File: src/rtl/hs_pkg.sv
package hs_pkg;

  typedef enum logic [1:0] {
    ST_IDLE   = 2'd0,
    ST_SETTLE = 2'd1,
    ST_HOLD   = 2'd2
  } hsState_e;

  // strobes from control to datapath
  typedef struct packed {
    logic loadLed;
    logic loadBtn;
    logic driveEn;
  } hsStrobe_t;

endpackage

File: src/rtl/hsSync.sv
module hsSync #(
  parameter int STAGES = 2
) (
  input  logic clk,
  input  logic rstN,
  input  logic asyncIn,
  output logic syncOut
);
  logic [STAGES-1:0] chain;

  generate
    for (genvar i = 0; i < STAGES; i++) begin : g_stage
      always_ff @(posedge clk or negedge rstN) begin
        if (!rstN) chain[i] <= 1'b0;
        else if (i == 0) chain[i] <= asyncIn;
        else chain[i] <= chain[(i == 0) ? 0 : i-1];
      end
    end
  endgenerate

  assign syncOut = chain[STAGES-1];
endmodule

File: src/rtl/hsCtrl.sv
module hsCtrl
  import hs_pkg::*;
#(
  parameter int ACK_DELAY   = 4,
  parameter int SYNC_STAGES = 2
) (
  input  logic      clk,
  input  logic      rstN,
  input  logic      reqN,
  input  logic      hitRd,
  input  logic      hitWr,
  output hsStrobe_t strobe,
  output logic      ackN
);
  localparam int CNT_W = (ACK_DELAY > 1) ? $clog2(ACK_DELAY) : 1;
  localparam logic [CNT_W-1:0] CNT_LAST = CNT_W'(ACK_DELAY - 1);

  logic reqSync;
  hsState_e state, nextState;
  logic [CNT_W-1:0] cnt;
  logic readTxn;
  logic ackReg;
  logic accept;

  hsSync #(.STAGES(SYNC_STAGES)) sync_i (
    .clk    (clk),
    .rstN   (rstN),
    .asyncIn(~reqN),
    .syncOut(reqSync)
  );

  assign accept = (state == ST_IDLE) && reqSync && (hitRd || hitWr);

  always_comb begin
    nextState = state;
    unique case (state)
      ST_IDLE:   if (accept) nextState = ST_SETTLE;
      ST_SETTLE: if (cnt == CNT_LAST) nextState = ST_HOLD;
      ST_HOLD:   if (!reqSync) nextState = ST_IDLE;
      default:   nextState = ST_IDLE;
    endcase
  end

  always_ff @(posedge clk or negedge rstN) begin
    if (!rstN) begin
      state   <= ST_IDLE;
      cnt     <= '0;
      readTxn <= 1'b0;
      ackReg  <= 1'b0;
    end else begin
      state  <= nextState;
      ackReg <= (nextState == ST_HOLD);
      if (accept) begin
        cnt     <= '0;
        readTxn <= hitRd;
      end else if (state == ST_SETTLE && cnt != CNT_LAST) begin
        cnt <= cnt + 1'b1;
      end
      if (nextState == ST_IDLE) readTxn <= 1'b0;
    end
  end

  assign strobe.loadLed = accept && hitWr;
  assign strobe.loadBtn = accept && hitRd;
  assign strobe.driveEn = readTxn;
  assign ackN = ~ackReg;
endmodule

File: src/rtl/hsDatapath.sv
module hsDatapath
  import hs_pkg::*;
#(
  parameter int          ADDR_W   = 8,
  parameter int          DATA_W   = 8,
  parameter logic [7:0]  BTN_ADDR = 8'h04,
  parameter logic [7:0]  LED_ADDR = 8'h05
) (
  input  logic              clk,
  input  logic              rstN,
  input  logic              cmd,
  input  logic [ADDR_W-1:0] addr,
  input  logic [DATA_W-1:0] wdata,
  input  logic              button,
  input  hsStrobe_t         strobe,
  output logic              hitRd,
  output logic              hitWr,
  output logic [DATA_W-1:0] rdData,
  output logic              rdDrive,
  output logic              led
);
  logic btnHold;
  logic unusedWdata;

  assign hitRd = (addr == ADDR_W'(BTN_ADDR)) && !cmd;
  assign hitWr = (addr == ADDR_W'(LED_ADDR)) && cmd;

  always_ff @(posedge clk or negedge rstN) begin
    if (!rstN) begin
      led     <= 1'b0;
      btnHold <= 1'b0;
    end else begin
      if (strobe.loadLed) led <= wdata[0];
      if (strobe.loadBtn) btnHold <= button;
    end
  end

  assign rdDrive     = strobe.driveEn;
  assign rdData      = strobe.driveEn ? {{(DATA_W-1){1'b0}}, btnHold} : '0;
  assign unusedWdata = ^wdata[DATA_W-1:1];
endmodule

File: src/rtl/hsBusTarget.sv
module hsBusTarget
  import hs_pkg::*;
#(
  parameter int         ADDR_W      = 8,
  parameter int         DATA_W      = 8,
  parameter int         ACK_DELAY   = 4,
  parameter int         SYNC_STAGES = 2,
  parameter logic [7:0] BTN_ADDR    = 8'h04,
  parameter logic [7:0] LED_ADDR    = 8'h05
) (
  input  logic              clk,
  input  logic              rstN,
  input  logic              reqN,
  input  logic              cmd,
  input  logic [ADDR_W-1:0] addr,
  input  logic [DATA_W-1:0] wdata,
  input  logic              button,
  output logic              ackN,
  output logic [DATA_W-1:0] rdData,
  output logic              rdDrive,
  output logic              led
);
  hsStrobe_t strobe;
  logic hitRd, hitWr;

  hsCtrl #(.ACK_DELAY(ACK_DELAY), .SYNC_STAGES(SYNC_STAGES)) ctrl_i (
    .clk   (clk),
    .rstN  (rstN),
    .reqN  (reqN),
    .hitRd (hitRd),
    .hitWr (hitWr),
    .strobe(strobe),
    .ackN  (ackN)
  );

  hsDatapath #(.ADDR_W(ADDR_W), .DATA_W(DATA_W),
               .BTN_ADDR(BTN_ADDR), .LED_ADDR(LED_ADDR)) dp_i (
    .clk    (clk),
    .rstN   (rstN),
    .cmd    (cmd),
    .addr   (addr),
    .wdata  (wdata),
    .button (button),
    .strobe (strobe),
    .hitRd  (hitRd),
    .hitWr  (hitWr),
    .rdData (rdData),
    .rdDrive(rdDrive),
    .led    (led)
  );
endmodule

File: config.mk
export PLATFORM = sky130hd
export DESIGN_NAME = hsBusTarget
export DESIGN_NICKNAME = d
export VERILOG_FILES = /design/src/rtl/hs_pkg.sv /design/src/rtl/hsSync.sv /design/src/rtl/hsCtrl.sv /design/src/rtl/hsDatapath.sv /design/src/rtl/hsBusTarget.sv
export SDC_FILE = /design/constraint.sdc
export NUM_CORES = 1
export LEC_CHECK = 0
export BUFFER_PORTS_ARGS = -buffer_cell sky130_fd_sc_hd__buf_2
export CAP_MARGIN = 20
export CORE_AREA = 10 10 47 49
export CTS_CLUSTER_DIAMETER = 50
export DETAILED_ROUTE_END_ITERATION = 16
export DIE_AREA = 0 0 57 59
export GPL_TIMING_DRIVEN = 0
export PLACE_DENSITY = 0.74
export SYNTH_ARGS = -nofsm -noshare
export SYNTH_HDL_FRONTEND = slang
export SYNTH_SLANG_ARGS = --single-unit
File: constraint.sdc
create_clock -name clk -period 3.7 [get_ports clk]
set_clock_uncertainty 0.05 [all_clocks]
set_input_delay 0.37 -clock clk [delete_from_list [all_inputs] [get_ports clk]]
set_output_delay 0.37 -clock clk [all_outputs]
set_load 0.02 [all_outputs]
==> impl_summary.txt, run 1 <==
----------------------------------------------------
[Power and ir drop]
  Peak ir drop on the vdd network ... 0.278 mV
  Power density of the placed cells ... 359 nW/um^2
  Leakage ... 0.363 nW

[Synthesis]
  Simple-gate share of the synthesized area ... 20.0%
  Yosys cell types ... 24
  Number of flops mapped to enable cells by yosys ... 0
  Most used flip-flop cell after synthesis ... dfrtp_1
  Flip-flop and latch count after synthesis ... 10
  Top cells by area in the synthesized netlist ... dfrtp_1 48%, buf_4 10%, or4_4 4.3%, a22o_2 3.9%, mux2_4 2.9%
  Area share of fa/ha/maj cells after synthesis ... 2.42%
  Synthesized-area fraction occupied by ao, oa, aoi and oai cells ... 5.80%
  Synthesized-area fraction occupied by xor and xnor cells ... 3.38%
  Synthesized area ... 518 um^2
  Top cell types by occurrence after synthesis ... 10 x dfrtp_1, 7 x buf_4, 3 x inv_1
  Multiplexer share of the synthesized area ... 7.00%
  Dominant combinational cell family by area after synthesis ... simple AND/OR/NAND/NOR gates
  Number of warning messages in the yosys log ... 0
  Average footprint of a synthesized cell ... 11.3 um^2
  Most common cell in the synthesized netlist ... dfrtp_1
  Top cell type by total area after synthesis ... dfrtp_1
  Number of cells produced by synthesis ... 46
  Seq/Total Area, Yosys ... 48.3%
  Proportion of register bits with asynchronous set or reset after synthesis ... 100%
  Post-synth top area share ... 48.3%

[GRT]
  Remaining global-route overflow ... 0
  Number of antenna violations at the first check in global routing ... 0
  Pin count of the biggest net entering global routing ... 11
  Wire length of the first global-routing pass ... 1750 um
  Total track usage ... 6.86%
  Via count of the first global-routing pass ... 421

[Setup path]
  Register-to-register path setup slack ... 1690 ps
  CP Class ... reg -> reg
  Highest fanout seen on the critical path ... 6
  Worst Setup Start Kind ... flop
  Capturing element type of the critical path ... flop
  WP data required ... 3810 ps
  Arrival @ worst endpoint ... 2110 ps

[Route]
  Detailed router's first-iteration violation count ... 0
  Number of iterations in the first detailed-routing pass ... 1
  Wire length per cell after detailed routing ... 11.1 um
  Vias after detailed routing ... 381
  Post-detailed-routing wire length ... 997 um
  Detailed-route DRC error count ... 0
  Via-to-Cell Ratio ... 4.23
  Antenna Violating Nets Remaining ... 0

[Clock network]
  TritonCTS clock tree ... yes
  CTS HTree Levels ... 1
  Number of setup buffers added after CTS ... 0
  Number of buffers created by CTS ... 3
  Clock net sink count ... 10
  Clock network latency to the later pin of the worst-skew pair ... 270 ps
  Max clock buf depth ... 2
  Root cell of the clock tree ... clkbuf_4
  Clock slew at the register clock pins of the worst setup and hold paths ... 60 ps

[Timing]
  Number of hold violations in the final report ... 0
  Number of max-slew violations in the final report ... 0
  Sum of negative setup slack ... 0 ps
  Fmax ... 0.498 GHz
  Final setup slack of the worst path ... 1690 ps
  Setup repair after global routing missed its margin ... false
  Post-layout min period ... 2010 ps
  Final setup violating endpoints ... 0
  Tcrit/Tclk final ... 54.3%

[Min path]
  Path type of the worst min-delay path ... in -> reg

[Layout]
  Ratio of cells with drive above 1 in the final layout ... 51.4%
  Final nets ... 97
  Number of diodes added for antenna fixing ... 0
  Final cell area excluding filler cells ... 692 um^2
  Syn-to-layout area delta ... 33.6%

[Floorplanning]
  Die Outline Area ... 3360 um^2
  Number of placement rows ... 14
  Die height ... 59 um
  Standard cell core area ... 1400 um^2
  IO Count ... 32
  Width of the die ... 57 um
  Effective utilization at floorplan ... 37.0%

[Job]
  Reported max-cap violation count ... 0

[Placement]
  Post-placement cell area ... 646 um^2
  I/O Buffers ... 17
  Dpl ws ... 1600 ps
  Final RePlAce weighted congestion ... 0.692

[Status]
  Result of the run ... completed

----------------------------------------------------
layer usage:
layer	part of all wire [%]	global-route usage, %	wire length [um]
met3	13	6.01	131
met1	37	6.25	369
met2	47	9.77	466
met4	2.9	5.03	29
met5	0	0	0
logic make-up after synthesis:
family                     after synthesis
and+or+nand+nor                         15
DFF                                     10
buffers and inverters                   10
AOI/OAI and AO/OA                        4
muxes                                    3
xor gates and xnor gates                 2
adders and majority gates                1
other                                    1
cells in the final DEF (no fill, tap or decap), drive strengths merged:
cell         count
dfrtp           10
clkbuf           4
xor2             1
and2b            1
nor2             2
mux2             2
buf             24
dlygate4sd3      1
a22o             2
nand2b           1
and2             1
nor2b            1
ha               1
nor3b            1
or4b             1
or2              2
o21ai            1
nor4             2
a21oi            1
or4              2
inv              3
conb             7
mux2i            1
xnor2            1
nand2            1
cell type report:
cell class,count,area [um^2]
multi-input cells,32,226
well taps,16,20.0
repair buffers,18,95.1
flip-flops and latches,10,250
plain buffers,7,52.6
fillers,135,709
inverters,3,11.3
clock buffers,4,36.3
state kept, by name, summed over array words and instances (netlist names):
signal	cells
ctrl_i.ackReg	1
ctrl_i.state	2
dp_i.btnHold	1
dp_i.led	1
ctrl_i.sync_i.chain	1
ctrl_i.sync_i.syncOut	1
ctrl_i.readTxn	1
ctrl_i.cnt	2
where the power goes:
part	total, mW	internal, mW	leakage (nW)	switching, mW
Sequential	0.116	0.113	0.126	0.00226
Combinational	0.0354	0.0173	0.217	0.0181
Clock	0.0971	0.0598	0.0210	0.0373
Total	0.248	0.191	0.363	0.0577
path summary, 6_finish.rpt:
kind | from | to | cells after the start
setup / recovery | ctrl_i.state[1]$_DFF_PN0_ | dp_i.btnHold$_DFFE_PN0P_ | 3
hold / removal | reqN | ctrl_i.sync_i.chain[0]$_DFF_PN0_ | 2
setup reg to reg | ctrl_i.state[1]$_DFF_PN0_ | dp_i.btnHold$_DFFE_PN0P_ | 3
hold reg to reg | ctrl_i.sync_i.chain[0]$_DFF_PN0_ | ctrl_i.sync_i.syncOut$_DFF_PN0_ | 0
max in group asynchronous | rstN | dp_i.btnHold$_DFFE_PN0P_ | 2
min in group asynchronous | rstN | ctrl_i.cnt[0]$_DFFE_PN0P_ | 2
worst max-delay path, stage by stage, from the launching register on:
cell	delay, ps
dfrtp_1	430
or4_4	570
or4_4	540
mux2_4	300
what timing repair did:
item	CTS	global route
hold endpoints to repair	10	0
hold buffers	1	0
resized for setup	0	0
through the flow:
| step | instances | total power [mW] | utilization, % | hold slack, ps |
|---|---|---|---|---|
| after global placement | 85 | 0.151 | 46.1 | 186 |
| after floorplan | 52 | 0.140 | - | 24.4 |
| after detailed placement | 85 | 0.152 | 46.1 | 186 |
| after CTS | 90 | 0.252 | 49.4 | 187 |
| final | 90 | 0.248 | 49.4 | 192 |
| after global routing | 90 | 0.263 | 49.4 | 202 |
(Power assumes the default switching activity.)
==> run 2, diff against run 1 <==
- clock period: 3.7 -> 2 ns (I/O delays scaled with it)
==> impl_summary.txt, run 2 (synthesis gave the netlist of run 1 again) <==
----------------------------------------------------
[Status]
  Result of the run ... completed

[Placement]
  Cell count after placement ... 85 (unchanged)
  Final RePlAce weighted congestion ... 0.692 (unchanged)
  Dpl ws ... -2.17 ps (-1600 ps)
  I/O Buffers ... 17 (unchanged)
  Post-placement cell area ... 646 um^2 (unchanged)

[Layout]
  Final nets ... 98 (+1.0%)
  Fin cells ... 91 (+1.1%)
  Fraction of the core area covered by cells at the end of the flow ... 49.9% (+0.54 points)
  Ratio of cells with drive above 1 in the final layout ... 52.0% (+0.65 points)
  Most common library cell in the layout ignoring fill and taps ... buf_2
  Syn-to-layout area delta ... 35.0%
  Number of diodes added for antenna fixing ... 0 (unchanged)
  Filler Cells Inserted ... 135 (unchanged)
  Top flop regs ... ctrl_i.cnt (2), ctrl_i.state (2)
  Leading cell types in the layout, fill and taps excluded ... 17 x buf_2, 10 x dfrtp_1, 8 x buf_4
  Final cell area excluding filler cells ... 699 um^2 (+1.1%)

[Timing]
  Number of hold violations in the final report ... 0 (unchanged)
  Number of max-slew violations in the final report ... 0 (unchanged)
  Final setup violating endpoints ... 0 (unchanged)
  Fmax ... 0.512 GHz (+2.9%)
  Tcrit/Tclk final ... 97.6% (+43 points)
  Sum of negative setup slack ... 0 ps (unchanged)
  Final setup slack of the worst path ... 47.6 ps (-1640 ps)
  Smallest hold slack ... 18.0 ps (-174 ps)
  Setup repair after global routing missed its margin ... false
  Post-layout min period ... 1950 ps (-56.4 ps)

[Route]
  Detailed router's first-iteration violation count ... 1 (+1)
  Post-detailed-routing wire length ... 1010 um (+1.4%)
  Via-to-Cell Ratio ... 4.27 (+0.98%)
  Vias after detailed routing ... 389 (+2.1%)
  Antenna Violating Nets Remaining ... 0 (unchanged)
  Wire length per cell after detailed routing ... 11.1 um (+0.29%)
  Detailed-route DRC error count ... 0 (unchanged)
  Number of iterations in the first detailed-routing pass ... 4 (+3)

[Setup path]
  Worst R2R End ... dp_i.btnHold$_DFFE_PN0P_
  Cells on worst reg2reg path ... 3 (unchanged)
  Worst Setup Start Kind ... flop
  Endpoint of the worst setup timing path ... dp_i.btnHold$_DFFE_PN0P_
  Arrival @ worst endpoint ... 2060 ps (-50 ps)
  Capturing element type of the critical path ... flop
  WP data required ... 2110 ps (-1700 ps)
  Register-to-register path setup slack ... 50 ps (-1640 ps)
  Critical path startpoint ... ctrl_i.state[1]$_DFF_PN0_
  CP Class ... reg -> reg
  Highest fanout seen on the critical path ... 3 (-3)
  Worst R2R Start ... ctrl_i.state[1]$_DFF_PN0_

[Clock network]
  Clock net sink count ... 10 (unchanged)
  CTS HTree Levels ... 1 (unchanged)
  Max clock buf depth ... 2 (unchanged)
  PostCTS Resize Cnt ... 0 (unchanged)
  Clock network latency to the later pin of the worst-skew pair ... 270 ps (about the same)
  TritonCTS clock tree ... yes
  Root cell of the clock tree ... clkbuf_4
  Clock slew at the register clock pins of the worst setup and hold paths ... 60 ps (about the same)
  Number of buffers created by CTS ... 3 (unchanged)

[Job]
  Reported max-cap violation count ... 0 (unchanged)

[GRT]
  Remaining global-route overflow ... 0 (unchanged)
  Number of antenna violations at the first check in global routing ... 0 (unchanged)
  Wire length of the first global-routing pass ... 1770 um (+0.80%)
  Pin count of the biggest net entering global routing ... 11 (unchanged)
  Total track usage ... 6.95% (+0.087 points)
  Via count of the first global-routing pass ... 424 (+0.71%)

[Floorplanning]
  Die Outline Area ... 3360 um^2 (unchanged)
  Number of placement rows ... 14 (unchanged)
  Die height ... 59 um (unchanged)
  IO Count ... 32 (unchanged)
  Width of the die ... 57 um (unchanged)
  Effective utilization at floorplan ... 37.0% (unchanged)
  Standard cell core area ... 1400 um^2 (unchanged)

[Power and ir drop]
  Peak ir drop on the vdd network ... 0.514 mV (+85%)
  Leakage ... 0.369 nW (+1.5%)
  Final total power ... 0.462 mW (+86%)
  Power density of the placed cells ... 660 nW/um^2 (+84%)

[Min path]
  Path type of the worst min-delay path ... in -> reg

----------------------------------------------------
[run 2: cell count changes in the layout (fill, tap and decap cells not counted)]
cell / change
buf_4: +1
[run 2: power breakdown]
group | leakage [nW] | internal [mW] | switching (mW)
Combinational | 0.222 | 0.0320 | 0.0336
Sequential | 0.126 | 0.210 | 0.00411
Clock | 0.0210 | 0.111 | 0.0711
[run 2: routing by layer]
layer	global-route usage, %	part of all wire, %	wire length [um]
met1	6.37	37	370
met2	9.92	47	476
met3	6.01	13	129
met4	5.03	3.4	34
met5	0	0	0
[run 2: worst min-delay path by stage]
stage,start,end,cells after the start
2_1_floorplan,rstN,ctrl_i.ackReg$_DFF_PN0_,0
3_3_place_gp,rstN,ctrl_i.cnt[1]$_DFFE_PN0P_,1
3_5_place_dp,rstN,ctrl_i.cnt[0]$_DFFE_PN0P_,1
4_1_cts,reqN,ctrl_i.sync_i.chain[0]$_DFF_PN0_,2
5_1_grt,reqN,ctrl_i.sync_i.chain[0]$_DFF_PN0_,2
6_report,reqN,ctrl_i.sync_i.chain[0]$_DFF_PN0_,2
[run 2: repair_timing]
| item | CTS | global route |
|---|---|---|
| setup buffers | 1 | 0 |
| hold endpoints to repair | 10 | 0 |
| endpoints found under the setup margin | 1 | 0 |
| hold buffers | 1 | 0 |
[run 2: cell type report]
type,instances,area (um^2),area share (%)
well taps,16,20.0,2.86
repair buffers,19,103,14.7
inverters,3,11.3,1.61
multi-input cells,32,226,32.4
clock buffers,4,36.3,5.19
flip-flops and latches,10,250,35.8
plain buffers,7,52.6,7.51
[run 2: critical path, cell delays in order, from the launching register on]
cell	delay [ps]
dfrtp_1	390
or4_4	560
or4_4	540
mux2_4	300
